<file path="src/rtl/ivd_pkg.sv">
package ivd_pkg;
  localparam int OPC_W       = 5;
  localparam int NUM_OPCODES = 22;

  typedef enum logic [2:0] {
    ST_IDLE, ST_REQ, ST_CAP, ST_SHOW, ST_FAULT
  } dec_state_e;

  function automatic logic [1:0] arg_count(input logic [OPC_W-1:0] opc);
    case (opc)
      5'd2, 5'd3, 5'd6, 5'd17, 5'd19, 5'd20:         return 2'd1;
      5'd1, 5'd7, 5'd8, 5'd14, 5'd15, 5'd16:         return 2'd2;
      5'd4, 5'd5, 5'd9, 5'd10, 5'd11, 5'd12, 5'd13:  return 2'd3;
      default:                                       return 2'd0;
    endcase
  endfunction
endpackage

</file>
<file path="src/rtl/ivd_word_class.sv">
module ivd_word_class #(
  parameter int WORD_W   = 16,
  parameter int NUM_REGS = 8
) (
  input  logic [WORD_W-1:0] word_i,
  output logic              is_reg_o,
  output logic              bad_o,
  output logic [WORD_W-2:0] val_o
);
  localparam logic [WORD_W:0] LIT_LIM = (WORD_W+1)'(1) << (WORD_W-1);
  localparam logic [WORD_W:0] REG_END = LIT_LIM + (WORD_W+1)'(NUM_REGS);

  logic [WORD_W:0] ext;
  logic            is_lit;

  assign ext      = {1'b0, word_i};
  assign is_lit   = ext < LIT_LIM;
  assign is_reg_o = !is_lit && (ext < REG_END);
  assign bad_o    = !is_lit && !is_reg_o;
  // register index is the word minus the literal limit: just the low bits
  assign val_o    = bad_o ? '0 : word_i[WORD_W-2:0];
endmodule

</file>
<file path="src/rtl/ivd_op_table.sv">
module ivd_op_table
  import ivd_pkg::*;
#(
  parameter int WORD_W = 16
) (
  input  logic [WORD_W-1:0] word_i,
  output logic              legal_o,
  output logic [OPC_W-1:0]  opc_o,
  output logic [1:0]        nargs_o
);
  assign legal_o = word_i < WORD_W'(NUM_OPCODES);
  assign opc_o   = word_i[OPC_W-1:0];
  assign nargs_o = legal_o ? arg_count(opc_o) : 2'd0;
endmodule

</file>
<file path="src/rtl/ivd_operand_slots.sv">
module ivd_operand_slots #(
  parameter int MAX_OPS = 3,
  parameter int VAL_W   = 15,
  parameter int IDX_W   = 2
) (
  input  logic                     clk_i,
  input  logic                     rst_ni,
  input  logic                     clr_i,
  input  logic                     wr_i,
  input  logic [IDX_W-1:0]         wr_idx_i,
  input  logic                     wr_kind_i,
  input  logic [VAL_W-1:0]         wr_val_i,
  output logic [MAX_OPS-1:0]       kind_o,
  output logic [MAX_OPS*VAL_W-1:0] val_o
);
  for (genvar s = 0; s < MAX_OPS; s++) begin : g_slot
    logic             kind_q;
    logic [VAL_W-1:0] val_q;
    always_ff @(posedge clk_i or negedge rst_ni) begin
      if (!rst_ni) begin
        kind_q <= 1'b0;
        val_q  <= '0;
      end else if (clr_i) begin
        kind_q <= 1'b0;
        val_q  <= '0;
      end else if (wr_i && wr_idx_i == IDX_W'(s)) begin
        kind_q <= wr_kind_i;
        val_q  <= wr_val_i;
      end
    end
    assign kind_o[s]                 = kind_q;
    assign val_o[s*VAL_W +: VAL_W]   = val_q;
  end
endmodule

</file>
<file path="src/rtl/instr_word_decoder.sv">
module instr_word_decoder
  import ivd_pkg::*;
#(
  parameter int WORD_W   = 16,
  parameter int NUM_REGS = 8,
  parameter int MAX_OPS  = 3,
  localparam int VAL_W   = WORD_W - 1,
  localparam int IDX_W   = $clog2(MAX_OPS + 1)
) (
  input  logic                     clk_i,
  input  logic                     rst_ni,
  input  logic                     start_i,
  input  logic [WORD_W-1:0]        start_pc_i,
  output logic                     mem_req_o,
  output logic [WORD_W-1:0]        mem_addr_o,
  input  logic [WORD_W-1:0]        mem_rdata_i,
  output logic                     dec_valid_o,
  input  logic                     dec_ready_i,
  output logic [OPC_W-1:0]         dec_opcode_o,
  output logic [IDX_W-1:0]         dec_nops_o,
  output logic [MAX_OPS-1:0]       dec_kind_o,
  output logic [MAX_OPS*VAL_W-1:0] dec_val_o,
  output logic [WORD_W-1:0]        next_pc_o,
  output logic                     fault_o,
  output logic [WORD_W-1:0]        fault_addr_o
);
  dec_state_e        state_q, state_d;
  logic [WORD_W-1:0] base_q, base_d;
  logic [IDX_W-1:0]  idx_q, idx_d;
  logic [OPC_W-1:0]  opc_q, opc_d;
  logic [IDX_W-1:0]  nops_q, nops_d;
  logic [WORD_W-1:0] faddr_q, faddr_d;
  logic [WORD_W-1:0] cur_addr;

  logic              op_legal;
  logic [OPC_W-1:0]  op_code;
  logic [1:0]        op_nargs;
  logic              w_is_reg, w_bad;
  logic [VAL_W-1:0]  w_val;
  logic              slot_clr, slot_wr;
  logic [IDX_W-1:0]  slot_idx;

  ivd_op_table #(.WORD_W(WORD_W)) u_table (
    .word_i (mem_rdata_i),
    .legal_o(op_legal),
    .opc_o  (op_code),
    .nargs_o(op_nargs)
  );

  ivd_word_class #(.WORD_W(WORD_W), .NUM_REGS(NUM_REGS)) u_class (
    .word_i  (mem_rdata_i),
    .is_reg_o(w_is_reg),
    .bad_o   (w_bad),
    .val_o   (w_val)
  );

  ivd_operand_slots #(.MAX_OPS(MAX_OPS), .VAL_W(VAL_W), .IDX_W(IDX_W)) u_slots (
    .clk_i    (clk_i),
    .rst_ni   (rst_ni),
    .clr_i    (slot_clr),
    .wr_i     (slot_wr),
    .wr_idx_i (slot_idx),
    .wr_kind_i(w_is_reg),
    .wr_val_i (w_val),
    .kind_o   (dec_kind_o),
    .val_o    (dec_val_o)
  );

  assign cur_addr  = base_q + WORD_W'(idx_q);
  assign next_pc_o = base_q + WORD_W'(1) + WORD_W'(nops_q);
  assign slot_idx  = idx_q - IDX_W'(1);

  always_comb begin
    state_d  = state_q;
    base_d   = base_q;
    idx_d    = idx_q;
    opc_d    = opc_q;
    nops_d   = nops_q;
    faddr_d  = faddr_q;
    slot_clr = 1'b0;
    slot_wr  = 1'b0;
    unique case (state_q)
      ST_IDLE: if (start_i) begin
        base_d  = start_pc_i;
        idx_d   = '0;
        state_d = ST_REQ;
      end
      ST_REQ: state_d = ST_CAP;
      ST_CAP: begin
        if (idx_q == '0) begin
          if (!op_legal) begin
            faddr_d = cur_addr;
            state_d = ST_FAULT;
          end else begin
            opc_d    = op_code;
            nops_d   = IDX_W'(op_nargs);
            slot_clr = 1'b1;
            if (op_nargs == 2'd0) state_d = ST_SHOW;
            else begin
              idx_d   = IDX_W'(1);
              state_d = ST_REQ;
            end
          end
        end else if (w_bad) begin
          faddr_d = cur_addr;
          state_d = ST_FAULT;
        end else begin
          slot_wr = 1'b1;
          if (idx_q == nops_q) state_d = ST_SHOW;
          else begin
            idx_d   = idx_q + IDX_W'(1);
            state_d = ST_REQ;
          end
        end
      end
      ST_SHOW: if (dec_ready_i) begin
        base_d  = next_pc_o;
        idx_d   = '0;
        state_d = ST_REQ;
      end
      ST_FAULT: state_d = ST_FAULT;
      default:  state_d = ST_IDLE;
    endcase
  end

  always_ff @(posedge clk_i or negedge rst_ni) begin
    if (!rst_ni) begin
      state_q <= ST_IDLE;
      base_q  <= '0;
      idx_q   <= '0;
      opc_q   <= '0;
      nops_q  <= '0;
      faddr_q <= '0;
    end else begin
      state_q <= state_d;
      base_q  <= base_d;
      idx_q   <= idx_d;
      opc_q   <= opc_d;
      nops_q  <= nops_d;
      faddr_q <= faddr_d;
    end
  end

  assign mem_req_o    = state_q == ST_REQ;
  assign mem_addr_o   = cur_addr;
  assign dec_valid_o  = state_q == ST_SHOW;
  assign dec_opcode_o = opc_q;
  assign dec_nops_o   = nops_q;
  assign fault_o      = state_q == ST_FAULT;
  assign fault_addr_o = faddr_q;
endmodule

</file>
<file path="config.mk">
export PLATFORM = sky130hd
export DESIGN_NAME = instr_word_decoder
export DESIGN_NICKNAME = d
export VERILOG_FILES = /design/src/rtl/ivd_pkg.sv /design/src/rtl/ivd_word_class.sv /design/src/rtl/ivd_op_table.sv /design/src/rtl/ivd_operand_slots.sv /design/src/rtl/instr_word_decoder.sv
export SDC_FILE = /design/constraint.sdc
export NUM_CORES = 1
export LEC_CHECK = 0
export CORE_AREA = 2 2 113 115
export CTS_BUF_LIST = sky130_fd_sc_hd__clkbuf_8
export CTS_CLUSTER_DIAMETER = 60
export CTS_CLUSTER_SIZE = 16
export DETAILED_ROUTE_END_ITERATION = 16
export DIE_AREA = 0 0 115 117
export HOLD_SLACK_MARGIN = 0.12
export PLACE_DENSITY = 0.7
export SYNTH_ARGS = -nofsm -noshare
export SYNTH_HDL_FRONTEND = slang
export SYNTH_SLANG_ARGS = --single-unit
</file>
<file path="constraint.sdc">
create_clock -name clk_i -period 3.3 [get_ports clk_i]
set_clock_uncertainty 0.15 [all_clocks]
set_input_delay 0.825 -clock clk_i [delete_from_list [all_inputs] [get_ports clk_i]]
set_output_delay 0.825 -clock clk_i [all_outputs]
set_load 0.05 [all_outputs]
</file>
; ---- Yosys cells after proc, flatten, opt, wreduce, memory -nomap -nowiden
; Memories as Yosys holds them, arrays and structs flattened.
; Cells that the tools add are included.
[op_classes]
addsub = 5
n_lt_le_gt_ge = 3
eq_ne = 14
n_mux = 42
n_reduce_logical = 22
[op_table]
columns = op, n
row1 = 15-bit two-way mux, 7
row2 = 16-bit two-way mux, 5
row3 = 16-bit by 2-bit adder with 16-bit output, 2
row4 = "16-bit less-than comparator, second input constant", 2
row5 = 16-bit one-hot mux with 2 select lines, 1
row6 = 2-bit two-way mux, 10
row7 = "16-bit by 1-bit adder with 16-bit output, second input constant", 1
row8 = "16-bit by 5-bit less-than comparator with 1-bit output, second input constant", 1
row9 = 3-bit two-way mux, 5
row10 = 3-bit one-hot mux with 5 select lines, 1
row11 = 1-bit two-way mux, 12
row12 = "3-bit inequality test, second input constant", 4
row13 = 2-bit nonzero test, 5
row14 = 3-bit AND reduction, 3
row15 = 7-bit AND reduction, 1
row16 = "3-bit by 2-bit == test with 1-bit output, second input constant", 2
row17 = 2-bit logical NOT, 3
row18 = 2-bit one-hot mux with 3 select lines, 1
row19 = 1-bit logical AND, 5
row20 = "2-bit inequality test, second input constant", 2
row21 = "3-bit by 1-bit == test with 1-bit output, second input constant", 1
row22 = "3-bit == test, second input constant", 1
row23 = 3-bit logical NOT, 1
row24 = 3-bit nonzero test, 1
row25 = other kinds (8), 9
[word_totals]
ff_bits = 92
rom_bits = 64
in_bits = 36
out_inout_bits = 106
word_cells = 99
memories = 1
[memory_table]
columns = memory, words, word_bits, rd, rd_clocked_by_memory_dff, wr, line_no
row1 = (no name shown), 32, 2, 1, 0, 0, ivd_pkg.sv:10  ; case (opc)

; ---- Depth between registers and ports, before layout
[depth]
ltp_word = 11
depth_mapped = 9
ltp_nobuf = 9

; ---- Modules after synthesis
; Synthesis repeated with hierarchy kept, for this count alone.
[unflattened]
cells_unflattened = 524
area_unflattened_um2 = 5380.2
[by_module_without_submodules]
columns = mod, n_inst, cells_per_inst, area_per_inst_um2, seq_area_each_um2
row1 = instr_word_decoder, 1, 291, 2800.2, 1101.1
row2 = ivd_operand_slots, 1, 180, 2205.9, 1201.2
row3 = ivd_word_class, 1, 28, 206.4, 0.0
row4 = ivd_op_table, 1, 25, 167.7, 0.0

; ---- Least setup slack after synthesis
; Ideal clock, no wire load.
[synth_path]
path_kind = register to output
startpoint = register nops_q[0], in the netlist dec_nops_o[0]
endpoint = output port next_pc_o[14]
t_arrival_ns = 3.033
required_time_ns = 2.325
slack_ns = -0.708
stages_incl_launch_ff = 8
path_buffers = 0
path_cell_list = dfrtp_1 -> inv_1 -> ha_1 -> fa_1 -> and3b_1 -> nand3_1 -> nor3_1 -> xor2_1
[synth_between]
elab_chain_cells = 1
[synth_rtl]
columns = item, line_no
row1 = start: declaration, instr_word_decoder.sv:31  ; logic [IDX_W-1:0] nops_q, nops_d;
row2 = start signal: assignment, instr_word_decoder.sv:139  ; nops_q <= nops_d;
row3 = 16-bit by 2-bit adder with 16-bit output, instr_word_decoder.sv:70  ; assign next_pc_o = base_q + WORD_W'(1) + WORD_W'(nops_q);
row4 = end: declaration, instr_word_decoder.sv:23  ; output logic [WORD_W-1:0] next_pc_o,
; No other way between the ends.

; ---- Worst setup path in the final report
[layout_path]
startpoint = register base_q[0]
endpoint = output port next_pc_o[14]
[layout_between]
elab_chain_cells = 2
[layout_rtl]
columns = item, line_no
row1 = start: declaration, instr_word_decoder.sv:28  ; logic [WORD_W-1:0] base_q, base_d;
row2 = start signal: assignment, instr_word_decoder.sv:136  ; base_q <= base_d;
row3 = 16-bit by 1-bit adder with 16-bit output, instr_word_decoder.sv:70
row4 = 16-bit by 2-bit adder with 16-bit output, instr_word_decoder.sv:70
; No other way between the ends.

==> metrics.txt <==
Slew Limit Fails=0; Clock power frac=14.3%; sequential share of power=27.7%; pre-CTS WS=0.04711 ns; Sink Count=92; Clock Tree Root=clkbuf_8; hold buffers post-CTS=0; maximum vdd ir drop=0.9892 mV; Die X=115 um; Synth Cell Area=5009 um^2; Tot Pwr=0.006073 W; CTS H-tree lvls=3; initial antenna violation count=0; Arr. time, crit path=2.38 ns; Post-synth EDFFs=0; Least-Margin Pin Slew=0.8160 ns; placed instance count=783; Lkg Pwr=3.295 nW; GRT overflow=0; Placed Area=6890 um^2; Routed Antenna Nets=0; port bufs=141; worst path required time=2.32 ns; cts bufs inserted=9; DIE AREA=13460 um^2; FF+latch count, synth=92; predominant post-synthesis flop cell=dfrtp_1; # IOs=142; RSZ-0062 raised after global routing=yes; Hold Vio Cnt, Final=0; largest net degree at the start of global routing=63; outcome=finished, violations left; Routed wire per std cell=17.71 um; Comb pwr share=58.0%; total track usage=21.92%; failing checks=negative setup slack; vias per cell=5.334; Worst-path clk slew=0.09 ns; DRT iter0 DRCs=297; diode count=0; Critical Path Start=base_q[0]; Die H=117 um; Finished Cell Area=7428 um^2; Final min period=3.352 ns; final setup margin=-0.05229 ns; later-pin clock latency in the skew report=0.38 ns; Max Cap Violations=0; core area=12310 um^2; vias in the first global route=4362; synth unique cells=55; Yosys top cell area share=45.97%; Syn Area/Cell=9.801 um^2; critical path capture point type=output port; async set or reset register ratio after synthesis=100.0%; largest area contributor in the netlist=dfrtp_1; Max clock buf depth=2; gpl congestion=0.8597; proportion of layout cells with a drive suffix above 1=25.08%; DR pass1 iterations=5; first-pass GRT wire length=22870 um; Area contributors post-synth=dfrtp_1 46%, nand3_1 4.0%, mux2i_1 3.8%; period utilization=101.6%; Power Density=817.6 nW/um^2; Switching Share=46.48%; cells after synthesis=511; Area growth syn-to-layout=48.31%; setup violators final=4; fmax=298.3 MHz; Mapped Nets=557; row count=41; cells on worst reg2reg path=8; Worst Hold Class=reg2reg; fillcell total=1025; Slew headroom=45.60%; synth warn=0; DR DRC count=0; Non-Filler Instances=812; Detailed Place HPWL=10330 um; Nets=703; Hold Path Depth=2; CP Class=reg2out; Power Internal=0.003250 W; CP Max Fanout=6; post-synthesis sequential area ratio=45.97%; vias=4331; Psw=0.002823 W; worst r2r src=idx_q[0]; startpoint types=flip-flop; CTS tree=yes; detailed-route wire length=14380 um; initial core utilization=40.68%; Hold Crit Start=dec_opcode_o[0]
[layout make-up]
cell class | count | area, um^2 | area share, %
Clock buffer | 10 | 137.6 | 1.853
Multi-Input combinational cell | 363 | 2733 | 36.79
Clock inverter | 6 | 86.33 | 1.162
Tap cell | 150 | 187.7 | 2.527
Timing Repair Buffer | 175 | 1912 | 25.74
Sequential cell | 92 | 2312 | 31.13
Inverter | 16 | 60.06 | 0.8085
[worst max-delay path: stages, from the launching register on]
cell and delay [ns]:
dfrtp_1 0.38, inv_2 0.06, ha_4 0.16, fa_2 0.34, and3b_2 0.28, nand3_4 0.16
nor3_4 0.26, xor2_4 0.20, buf_12 0.15
[through the flow]
step | setup TNS [ns] | utilization, % | hold slack, ns
finish | -0.1038 | 60.34 | 0.3260
global route | -1.188 | 60.34 | 0.3626
CTS | -0.4197 | 59.01 | 0.3275
detailed placement | 0 | 55.97 | 0.3066
global placement | 0 | 55.97 | 0.3045
floorplan | -0.2832 | - | 0.3261
[flip-flops by register name, summed over array words and instances (netlist names)]
signal / cells
dec_opcode_o: 5
fault_addr_o: 16
u_slots.g_slot.kind_q: 3
base_q: 16
u_slots.g_slot.val_q: 45
dec_nops_o: 2
idx_q: 2
state_q: 3
[power groups by stage]
| stage | logic [W] | registers [W] | clock network, W |
|---|---|---|---|
| floorplan | 0.00177 | 0.00184 | 0 |
| global placement | 0.00334 | 0.00164 | 0 |
| detailed placement | 0.00336 | 0.00166 | 0 |
| CTS | 0.00344 | 0.00165 | 0.000884 |
| global route | 0.00370 | 0.00172 | 0.000930 |
| finish | 0.00352 | 0.00168 | 0.000867 |
[worst paths after layout]
check | end | slack [ns]
worst max-delay path | next_pc_o[14] | -0.05
worst min-delay path | dec_opcode_o[0] | 0.33
worst max register to register | u_slots.g_slot[2].val_q[0] | 0.76
worst min register to register | dec_opcode_o[0] | 0.33
max in group asynchronous | base_q[7] | 1.83
min in group asynchronous | u_slots.g_slot[1].val_q[14] | 0.37
[repair_timing]
action | 4_1_cts | 5_1_grt
resized for setup | 25 | 24
setup endpoints to repair | 13 | 19
pin swaps | 7 | 7
buffers inserted | 7 | 6
[logic make-up (layout without fill, tap and decap cells)]
| kind of cell | Yosys count | after routing | share of synthesized area (%) |
|---|---|---|---|
| AO/OA/AOI/OAI | 99 | 99 | 12.99 |
| XOR/XNOR | 31 | 31 | 5.421 |
| adder cells (fa/ha/maj) | 10 | 10 | 2.798 |
| buffers and inverters | 56 | 207 | 6.220 |
| flip-flops | 92 | 92 | 45.97 |
| multiplexers | 34 | 34 | 7.170 |
| AND/OR/NAND/NOR | 189 | 189 | 19.44 |
[synth_stat cells (all sizes together) (2+ instances only)]
cell type  number
and3            2
clkbuf         14
o31ai           2
nand4           2
xor2           20
nor3           13
or2             4
mux2           15
fa              2
nand2          47
nand3          44
buf            26
dfrtp          92
xnor2          11
inv            16
nand2b          9
o22ai           6
o2bb2ai         2
a21o            3
ha              8
a21oi          19
mux2i          19
o21ai          55
nor4            3
and2            3
nor2           51
a211oi          2
nor3b           3
nor2b           3
a22oi           4
[layout by cell type (no fill, tap or decap), types with 4 or more instances in the layout]
cell type,n
buf_12,26
dfrtp_1,84
xor2_2,6
a21oi_1,19
o22ai_1,5
o21ai_1,18
o21ai_0,24
nand3_1,38
mux2_2,8
nor3_1,8
o21ai_2,13
xor2_1,10
buf_4,40
dfrtp_2,8
nand2b_1,8
mux2i_1,19
nor2_2,5
nand2_1,47
clkdlybuf4s50_1,109
nand3_4,6
nor2_1,41
nor2_4,5
a22oi_1,4
mux2_1,7
inv_1,13
xor2_4,4
xnor2_1,5
ha_1,6
clkbuf_8,10
[layer usage]
layer	vias up	wire length [um]	GRT usage (%)	share of wire (%)
li1	2040	-	-	-
met1	2104	5872	27.73	41
met2	167	7073	36.43	49
met3	20	1204	6.231	8.4
met4	0	233	7.309	1.6
met5	-	0	0	0
Power figures use the tool's default switching activity.
